==> src/rtl/arb_pkg.sv <==
package arb_pkg;

   typedef enum logic [1:0] {
      ND_IDLE  = 2'd0,
      ND_READY = 2'd1,
      ND_BUSY  = 2'd2,
      ND_PASS  = 2'd3
   } node_st_t;

   function automatic int unsigned ring_prev(input int unsigned idx, input int unsigned n);
      return (idx + n - 1) % n;
   endfunction

endpackage

==> src/rtl/ring_node.sv <==
module ring_node
   import arb_pkg::*;
(
   input  logic clk,
   input  logic rst_n,
   input  logic tok_in,
   input  logic req,
   output logic ack,
   output logic pass,
   output logic claim,
   output logic engaged
);

   node_st_t st, nxt;

   always_comb begin
      nxt = st;
      unique case (st)
         ND_IDLE: begin
            if (tok_in && req)      nxt = ND_READY;
            else if (tok_in)        nxt = ND_PASS;
         end
         ND_READY:                  nxt = ND_BUSY;
         ND_BUSY: begin
            if (!req)               nxt = ND_PASS;
         end
         ND_PASS: begin
            if (tok_in && req)      nxt = ND_READY;
            else if (!tok_in)       nxt = ND_IDLE;
         end
      endcase
   end

   always_ff @(posedge clk or negedge rst_n) begin
      if (!rst_n) st <= ND_IDLE;
      else        st <= nxt;
   end

   assign ack     = (st == ND_BUSY);
   assign pass    = (st == ND_PASS);
   assign engaged = (st == ND_READY) || (st == ND_BUSY);
   assign claim   = tok_in || (st != ND_IDLE);

endmodule

==> src/rtl/token_link.sv <==
module token_link #(
   parameter bit RST_VAL = 1'b0
) (
   input  logic clk,
   input  logic rst_n,
   input  logic pass_in,
   output logic tok_out
);

   always_ff @(posedge clk or negedge rst_n) begin
      if (!rst_n) tok_out <= RST_VAL;
      else        tok_out <= pass_in;
   end

endmodule

==> src/rtl/holder_enc.sv <==
module holder_enc #(
   parameter int unsigned N_CLIENTS = 3,
   parameter int unsigned HOLD_W    = 2
) (
   input  logic [N_CLIENTS-1:0] claim,
   input  logic [N_CLIENTS-1:0] engaged,
   output logic [HOLD_W-1:0]    holder,
   output logic                 active
);

   localparam logic [HOLD_W-1:0] NONE_CODE = HOLD_W'(N_CLIENTS);

   always_comb begin
      holder = NONE_CODE;
      for (int i = N_CLIENTS - 1; i >= 0; i--) begin
         if (claim[i]) holder = HOLD_W'(i);
      end
   end

   assign active = |engaged;

endmodule

==> src/rtl/tok_ring_arb.sv <==
module tok_ring_arb #(
   parameter  int unsigned N_CLIENTS = 3,
   localparam int unsigned HOLD_W    = $clog2(N_CLIENTS + 1)
) (
   input  logic                 clk,
   input  logic                 rst_n,
   input  logic [N_CLIENTS-1:0] req,
   output logic [N_CLIENTS-1:0] ack,
   output logic [HOLD_W-1:0]    holder,
   output logic                 active
);

   generate
      if (N_CLIENTS < 2) begin : g_bad_size
         $error("tok_ring_arb: N_CLIENTS must be at least 2");
      end
   endgenerate

   logic [N_CLIENTS-1:0] tok;
   logic [N_CLIENTS-1:0] pass;
   logic [N_CLIENTS-1:0] claim;
   logic [N_CLIENTS-1:0] engaged;

   for (genvar i = 0; i < N_CLIENTS; i++) begin : g_ring
      localparam int unsigned PREV = arb_pkg::ring_prev(i, N_CLIENTS);

      token_link #(.RST_VAL(i == 0)) u_link (
         .clk     (clk),
         .rst_n   (rst_n),
         .pass_in (pass[PREV]),
         .tok_out (tok[i])
      );

      ring_node u_node (
         .clk     (clk),
         .rst_n   (rst_n),
         .tok_in  (tok[i]),
         .req     (req[i]),
         .ack     (ack[i]),
         .pass    (pass[i]),
         .claim   (claim[i]),
         .engaged (engaged[i])
      );
   end

   holder_enc #(.N_CLIENTS(N_CLIENTS), .HOLD_W(HOLD_W)) u_enc (
      .claim   (claim),
      .engaged (engaged),
      .holder  (holder),
      .active  (active)
   );

endmodule

==> config.mk <==
export PLATFORM = sky130hd
export DESIGN_NAME = tok_ring_arb
export DESIGN_NICKNAME = d
export VERILOG_FILES = /design/src/rtl/arb_pkg.sv /design/src/rtl/ring_node.sv /design/src/rtl/token_link.sv /design/src/rtl/holder_enc.sv /design/src/rtl/tok_ring_arb.sv
export SDC_FILE = /design/constraint.sdc
export NUM_CORES = 1
export LEC_CHECK = 0
export BUFFER_PORTS_ARGS = -buffer_cell sky130_fd_sc_hd__buf_2
export CORE_ASPECT_RATIO = 0.9
export CORE_MARGIN = 1
export CORE_UTILIZATION = 50
export CTS_BUF_LIST = sky130_fd_sc_hd__clkbuf_8
export CTS_CLUSTER_SIZE = 20
export DETAILED_ROUTE_END_ITERATION = 10
export PLACE_DENSITY = 0.72
export SYNTH_ARGS = -nofsm -noshare
export SYNTH_HDL_FRONTEND = slang
export SYNTH_HIERARCHICAL = 1
export SYNTH_SLANG_ARGS = --single-unit
==> constraint.sdc <==
create_clock -name clk -period 1.37 [get_ports clk]
set_input_delay 0 -clock clk [delete_from_list [all_inputs] [get_ports clk]]
set_output_delay 0 -clock clk [all_outputs]
set_load 0.05 [all_outputs]
==> qor.json, run 1 <==
{
  "count_of_inserted_antenna_diode_cells": {"value": 0},
  "area.growth.synth_to_final": {"value": 46.45, "unit": "%"},
  "grt_pass1_vias": {"value": 627},
  "cts.path.max_buffers": {"value": 2},
  "synth-seq-area-share": {"value": 31.37, "unit": "%"},
  "synth_seq_cells": {"value": 9},
  "timing_worst_slew_pin_value": {"value": 0.2604, "unit": "ns"},
  "max_freq": {"value": 0.6776, "unit": "GHz"},
  "setup_slack": {"value": -0.1059, "unit": "ns"},
  "cts_tree": {"value": "done"},
  "h-tree-depth": {"value": 1},
  "pre_cts_ws": {"value": 0.02427, "unit": "ns"},
  "synth.yosys.warnings": {"value": 6},
  "fp.dieW": {"value": 42.06, "unit": "um"},
  "min_period_over_period": {"value": 107.7, "unit": "%"},
  "dr_total_vias": {"value": 661},
  "maxSlewHeadroom": {"value": 82.76, "unit": "%"},
  "synth.lib_cells_used.distinct": {"value": 17},
  "layoutNonFillerInstCount": {"value": 114},
  "dpl.hpwl": {"value": 1108, "unit": "um"},
  "die_h": {"value": 38.05, "unit": "um"},
  "layout-drive-gt1-share": {"value": 54.00, "unit": "%"},
  "first_pass_grt_wire_length": {"value": 2822, "unit": "um"},
  "avgSynthCellArea": {"value": 9.890, "unit": "um2"},
  "maxCapViolCount": {"value": 0},
  "cp-end-kind": {"value": "output pin"},
  "grtUsageTotal": {"value": 24.45, "unit": "%"},
  "crit_required": {"value": 1.37, "unit": "ns"},
  "finalWirelength": {"value": 1837, "unit": "um"},
  "cts.root.buffer_cell": {"value": "sky130_fd_sc_hd__clkbuf_8"},
  "timing_max_transition_violations_final": {"value": 0},
  "final.min_clock_period": {"value": 1.476, "unit": "ns"},
  "detail_route.wl_per_cell": {"value": 16.11, "unit": "um"},
  "synth_area": {"value": 721.9, "unit": "um2"},
  "fp.coreArea": {"value": 1291, "unit": "um2"},
  "number_of_optimization_iterations_in_the_first_detailed_route_pass": {"value": 4},
  "clk_transition_reported_paths": {"value": 0.05, "unit": "ns"},
  "timing.critical_path.arrival": {"value": 1.48, "unit": "ns"},
  "worst_hold_stages": {"value": 4},
  "outcome": {"value": "complete, but fails checks"},
  "syn-instance-count": {"value": 73},
  "largest_net_degree_at_the_start_of_global_routing": {"value": 10},
  "violations": {"value": "negative setup slack"},
  "fin_worst_skew": {"value": 0.004693, "unit": "ns"},
  "finalHoldViolCount": {"value": 0},
  "drt-initial-drc-count": {"value": 5},
  "boundaryPins": {"value": 11},
  "class_of_the_tightest_hold_or_removal_check": {"value": "in2reg"},
  "place_congestion": {"value": 0.8000},
  "grt_antenna_before_repair": {"value": 0},
  "initial_core_util": {"value": 55.91, "unit": "%"},
  "worst_setup_path_start_kind": {"value": "register"},
  "rr_worst_depth": {"value": 5},
  "layout.filler_cells": {"value": 75},
  "clkLatencyLatePin": {"value": 0.23, "unit": "ns"},
  "setup_viol": {"value": 1},
  "placementRows": {"value": 12},
  "postSynthNetCount": {"value": 90},
  "number_of_buffers_added_by_the_clock_tree_synthesis_step": {"value": 3},
  "via_per_inst": {"value": 5.798},
  "critical_path.max_fanout": {"value": 3},
  "die_area": {"value": 1600, "unit": "um2"},
  "grt_overflow": {"value": 0},
  "port_buffers": {"value": 10},
  "layout.nets": {"value": 118},
  "detail_route.drc_violations": {"value": 0},
  "cts_num_sinks": {"value": 9},
  "setup.worst_path.class": {"value": "reg2out"},
  "rsz0062_at_grt": {"value": "true"},
  "detail_route_antenna_nets": {"value": 0},
  "dp_cells": {"value": 102}
}
-- per-layer routing --
layer  wire length [um]  global-route usage [%]  up-vias
li1                   -                       -      315
met1                834                   29.17      326
met2                950                   44.92       18
met3                 43                   6.132        2
met4                  9                   6.250        0
met5                  0                       0        -
-- cell usage after synthesis (all sizes together) --
library cell / instances / area (um2)
dfrtp: 8 / 200.2
mux2: 3 / 45.04
dfstp: 1 / 26.28
nor2: 1 / 3.750
nand2b: 3 / 26.28
a21oi: 7 / 46.30
nand3: 6 / 30.03
and3: 3 / 18.77
o211ai: 6 / 45.04
o21ai: 6 / 30.02
or3: 1 / 6.260
mux2i: 3 / 30.03
inv: 7 / 26.28
nor2b: 6 / 37.54
ha: 12 / 150.1
-- registers in the layout (all words and copies together), names as in the netlist --
name / count
g_ring.u_link/tok_out: 3
g_ring.u_node/st: 6
-- worst paths after layout --
kind | start | end | slack [ns]
max | g_ring[1].u_node/st[1] | active | -0.11
max in group asynchronous | rst_n | g_ring[0].u_link/tok_out | 0.95
min reg2reg | g_ring[1].u_node/st[1] | g_ring[1].u_node/st[1] | 0.60
min in group asynchronous | rst_n | g_ring[1].u_link/tok_out | 0.16
min | req[2] | g_ring[2].u_node/st[1] | 0.12
max reg2reg | g_ring[1].u_node/st[1] | g_ring[1].u_node/st[0] | 0.02
-- critical path: stages, from the launching register on --
cell,delay [ns]
sky130_fd_sc_hd__dfrtp_1,0.40
sky130_fd_sc_hd__inv_2,0.08
sky130_fd_sc_hd__ha_2,0.27
sky130_fd_sc_hd__or3_4,0.33
sky130_fd_sc_hd__buf_6,0.16
-- cells in the final DEF, fill, tap and decap left out, drive strengths merged --
cell type,count
and3,3
nor2,1
dlygate4sd3,1
or3,1
inv,8
o211ai,6
o21ai,6
nand3,6
dfrtp,8
mux2,3
buf,21
mux2i,3
nand2b,3
dfstp,1
clkbuf,4
nor2b,6
a21oi,7
ha,12
-- cells by family after synthesis --
logic type | after synthesis | synth area share (%)
compound gates | 19 | 16.81
fa+ha+maj | 12 | 20.80
buf+inv | 7 | 3.640
flops | 9 | 31.37
mux | 6 | 10.40
simple gates | 20 | 16.99
-- per-stage QoR --
step	TNS (ns)	instance area (um2)	utilization (%)	hold slack, ns
2_1_floorplan	0	735.7	-	-0.2956
3_3_place_gp	0	840.8	65.12	-0.1390
3_5_place_dp	0	840.8	65.12	-0.1346
4_1_cts	-0.07353	992.2	76.84	0.1257
5_1_grt	-0.1645	1057	81.88	0.1558
6_report	-0.1059	1057	81.88	0.1243
-- repair_timing --
action | in CTS | in global routing
setup buffers | 7 | 0
gates resized for setup | 13 | 12
setup endpoints to repair | 3 | 8
hold buffers | 1 | 0
pin swaps | 2 | 3
endpoints found under the hold margin | 9 | 0
-- layout make-up --
class / count / area (um2) / share of cell area (%)
Clock buffer: 3 / 41.29 / 3.905
Clock inverter: 1 / 3.754 / 0.3550
Inverter: 7 / 26.28 / 2.485
Multi-Input combinational cell: 57 / 573.1 / 54.20
Sequential cell: 9 / 226.5 / 21.42
Tap cell: 14 / 17.52 / 1.657
Timing Repair Buffer: 23 / 168.9 / 15.98
Power of run 1 is not shown: default switching activity piles up to over one toggle a cycle in this logic, so the estimate is an artifact.
==> inputs of run 2 (changes only) <==
Settings changed: RECOVER_POWER set to 100.
==> run 2 against run 1 <==
Net effect:
- the run still ends with negative setup slack left
- die area unchanged
- hold slack about the same
- cell area decreased by 0.83%
- critical path depth unchanged
- maximum frequency increased by 0.15%
- wire length increased by 0.11%
==> qor.json, run 2 (same netlist as run 1, synthesis figures left out) <==
{
  "timing.rr.end": {"value": "g_ring[1].u_node/st[0]"},
  "fp.dieW": {"value": 42.06, "unit": "um", "change": "unchanged"},
  "grt_antenna_before_repair": {"value": 0, "change": "unchanged"},
  "grt_pass1_vias": {"value": 627, "change": "unchanged"},
  "count_of_inserted_antenna_diode_cells": {"value": 0, "change": "unchanged"},
  "class_of_the_tightest_hold_or_removal_check": {"value": "in2reg"},
  "dp_cells": {"value": 102, "change": "unchanged"},
  "grtUsageTotal": {"value": 24.45, "unit": "%", "change": "unchanged"},
  "finalWirelength": {"value": 1839, "unit": "um", "change": "+0.11%"},
  "max_ffs_per_register": {"value": 6, "change": "unchanged"},
  "drt-initial-drc-count": {"value": 4, "change": "-1"},
  "timing_max_transition_violations_final": {"value": 0, "change": "unchanged"},
  "first_pass_grt_wire_length": {"value": 2822, "unit": "um", "change": "unchanged"},
  "boundaryPins": {"value": 11, "change": "unchanged"},
  "cts.path.max_buffers": {"value": 2, "change": "unchanged"},
  "worst_setup_path_start_kind": {"value": "register"},
  "timing.critical_path.arrival": {"value": 1.47, "unit": "ns", "change": "about the same"},
  "critical_path.max_fanout": {"value": 3, "change": "unchanged"},
  "detail_route.drc_violations": {"value": 0, "change": "unchanged"},
  "number_of_optimization_iterations_in_the_first_detailed_route_pass": {"value": 4, "change": "unchanged"},
  "largest_net_degree_at_the_start_of_global_routing": {"value": 10, "change": "unchanged"},
  "pre_cts_ws": {"value": 0.02427, "unit": "ns", "change": "unchanged"},
  "setup_slack": {"value": -0.1038, "unit": "ns", "change": "+0.002144 ns"},
  "worst_hold_path.endpoint": {"value": "g_ring[2].u_node/st[1]"},
  "die_h": {"value": 38.05, "unit": "um", "change": "unchanged"},
  "placementRows": {"value": 12, "change": "unchanged"},
  "postLayoutCoreUtil": {"value": 81.20, "unit": "%", "change": "-0.68 points"},
  "area.growth.synth_to_final": {"value": 45.23, "unit": "%"},
  "finalHoldViolCount": {"value": 0, "change": "unchanged"},
  "clk_transition_reported_paths": {"value": 0.05, "unit": "ns", "change": "about the same"},
  "via_per_inst": {"value": 5.789, "change": "-0.15%"},
  "layout.cells.most_common_list": {"value": "8 x sky130_fd_sc_hd__buf_4, 8 x sky130_fd_sc_hd__dfrtp_1"},
  "place_congestion": {"value": 0.8000, "change": "unchanged"},
  "worst_hold_stages": {"value": 4, "change": "unchanged"},
  "cts.root.buffer_cell": {"value": "sky130_fd_sc_hd__clkbuf_8"},
  "multiInputGateArea": {"value": 573.1, "unit": "um2", "change": "unchanged"},
  "hold_start": {"value": "req[2]"},
  "min_period_over_period": {"value": 107.6, "unit": "%", "change": "-0.16 points"},
  "layout.filler_cells": {"value": 80, "change": "+6.7%"},
  "regMostFlops": {"value": "g_ring.u_node/st"},
  "fin_worst_skew": {"value": 0.005005, "unit": "ns", "change": "+0.0003127 ns"},
  "dr_total_vias": {"value": 660, "change": "-0.15%"},
  "reg.largest.list": {"value": "g_ring.u_node/st (6), g_ring.u_link/tok_out (3)"},
  "cts_tree": {"value": "done"},
  "timing_worst_slew_pin_value": {"value": 0.5546, "unit": "ns", "change": "+0.2943 ns"},
  "grt_overflow": {"value": 0, "change": "unchanged"},
  "register_area": {"value": 226.5, "unit": "um2", "change": "unchanged"},
  "initial_core_util": {"value": 55.91, "unit": "%", "change": "unchanged"},
  "number_of_buffers_added_by_the_clock_tree_synthesis_step": {"value": 3, "change": "unchanged"},
  "layoutNonFillerInstCount": {"value": 114, "change": "unchanged"},
  "fp.coreArea": {"value": 1291, "unit": "um2", "change": "unchanged"},
  "max_freq": {"value": 0.6785, "unit": "GHz", "change": "+0.15%"},
  "dpl.hpwl": {"value": 1108, "unit": "um", "change": "unchanged"},
  "layout.nets": {"value": 118, "change": "unchanged"},
  "outcome": {"value": "complete, but fails checks"},
  "violations": {"value": "negative setup slack"},
  "detail_route.wl_per_cell": {"value": 16.13, "unit": "um", "change": "+0.11%"},
  "crit_required": {"value": 1.37, "unit": "ns", "change": "about the same"},
  "clkLatencyLatePin": {"value": 0.23, "unit": "ns", "change": "about the same"},
  "whs": {"value": 0.1243, "unit": "ns", "change": "+0.00001000 ns"},
  "rrSetupSlack": {"value": 0.01, "unit": "ns", "change": "about the same"},
  "worst_r2r_startpoint": {"value": "g_ring[1].u_node/st[0]"},
  "port_buffers": {"value": 10, "change": "unchanged"},
  "setup_viol": {"value": 1, "change": "unchanged"},
  "die_area": {"value": 1600, "unit": "um2", "change": "unchanged"},
  "rr_worst_depth": {"value": 5, "change": "unchanged"},
  "rsz0062_at_grt": {"value": "true"},
  "maxCapViolCount": {"value": 0, "change": "unchanged"},
  "layout-drive-gt1-share": {"value": 51.00, "unit": "%", "change": "-3.0 points"},
  "maxSlewHeadroom": {"value": 63.02, "unit": "%", "change": "-20 points"},
  "final.min_clock_period": {"value": 1.474, "unit": "ns", "change": "-0.002144 ns"},
  "cts_num_sinks": {"value": 9, "change": "unchanged"},
  "detail_route_antenna_nets": {"value": 0, "change": "unchanged"},
  "setup.worst_path.class": {"value": "reg2out"},
  "h-tree-depth": {"value": 1, "change": "unchanged"},
  "cp-end-kind": {"value": "output pin"}
}
-- run 2: cell count changes in the layout (fill, tap and decap cells not counted) --
cell                       previous run  this run
sky130_fd_sc_hd__buf_4               11         8
sky130_fd_sc_hd__clkbuf_1             0         3
sky130_fd_sc_hd__clkbuf_4             1         2
sky130_fd_sc_hd__buf_2                7         3
sky130_fd_sc_hd__clkbuf_2             0         3
-- run 2: area by class of cell --
| cell class | count | share of cell area (%) |
|---|---|---|
| inverter | 7 | 2.506 |
| sequential | 9 | 21.60 |
| clock buffer | 3 | 3.938 |
| clock inverter | 1 | 0.3580 |
| timing repair buffer | 23 | 15.27 |
| tap | 14 | 1.671 |
| multi-input combinational | 57 | 54.65 |
-- run 2: metal layers --
metal | track usage, % | vias to the layer above | share of wire, %
li1 | - | 316 | -
met1 | 29.17 | 323 | 45
met2 | 44.92 | 19 | 51
met3 | 6.132 | 2 | 3.0
met4 | 6.250 | 0 | 0.33
met5 | 0 | - | 0
-- run 2: critical path, cell delays in order (launching register included) --
cell and delay [ns]:
sky130_fd_sc_hd__dfrtp_1 0.40, sky130_fd_sc_hd__inv_2 0.08, sky130_fd_sc_hd__ha_2 0.27, sky130_fd_sc_hd__or3_4 0.33
sky130_fd_sc_hd__buf_6 0.16
-- run 2: worst max-delay path by stage --
stage	to	depth (start not counted)	slack, ns	start
floorplan	g_ring[0].u_node/st[1]	5	0.008	g_ring[0].u_node/st[0]
global placement	active	4	0.04	g_ring[1].u_node/st[1]
detailed placement	active	4	0.02	g_ring[0].u_node/st[1]
CTS	active	4	-0.07	g_ring[2].u_node/st[1]
global route	active	4	-0.14	g_ring[1].u_node/st[1]
finish	active	4	-0.10	g_ring[1].u_node/st[1]
-- run 2: metrics by stage --
stage               TNS [ns]  cell area (um2)
global placement           0            840.8
floorplan                  0            735.7
global route         -0.3040             1049
CTS                 -0.07353            992.2
finish               -0.1038             1049
detailed placement         0            840.8
-- run 2: repair_timing --
action                     CTS  global route
hold endpoints to repair     9             0
gates resized for setup     13            12
setup buffers                7             0
hold buffers                 1             0
cloned                       0             0
setup endpoints to repair    3             8
pin swaps                    2             3
Power of run 2 is left out for the same reason.
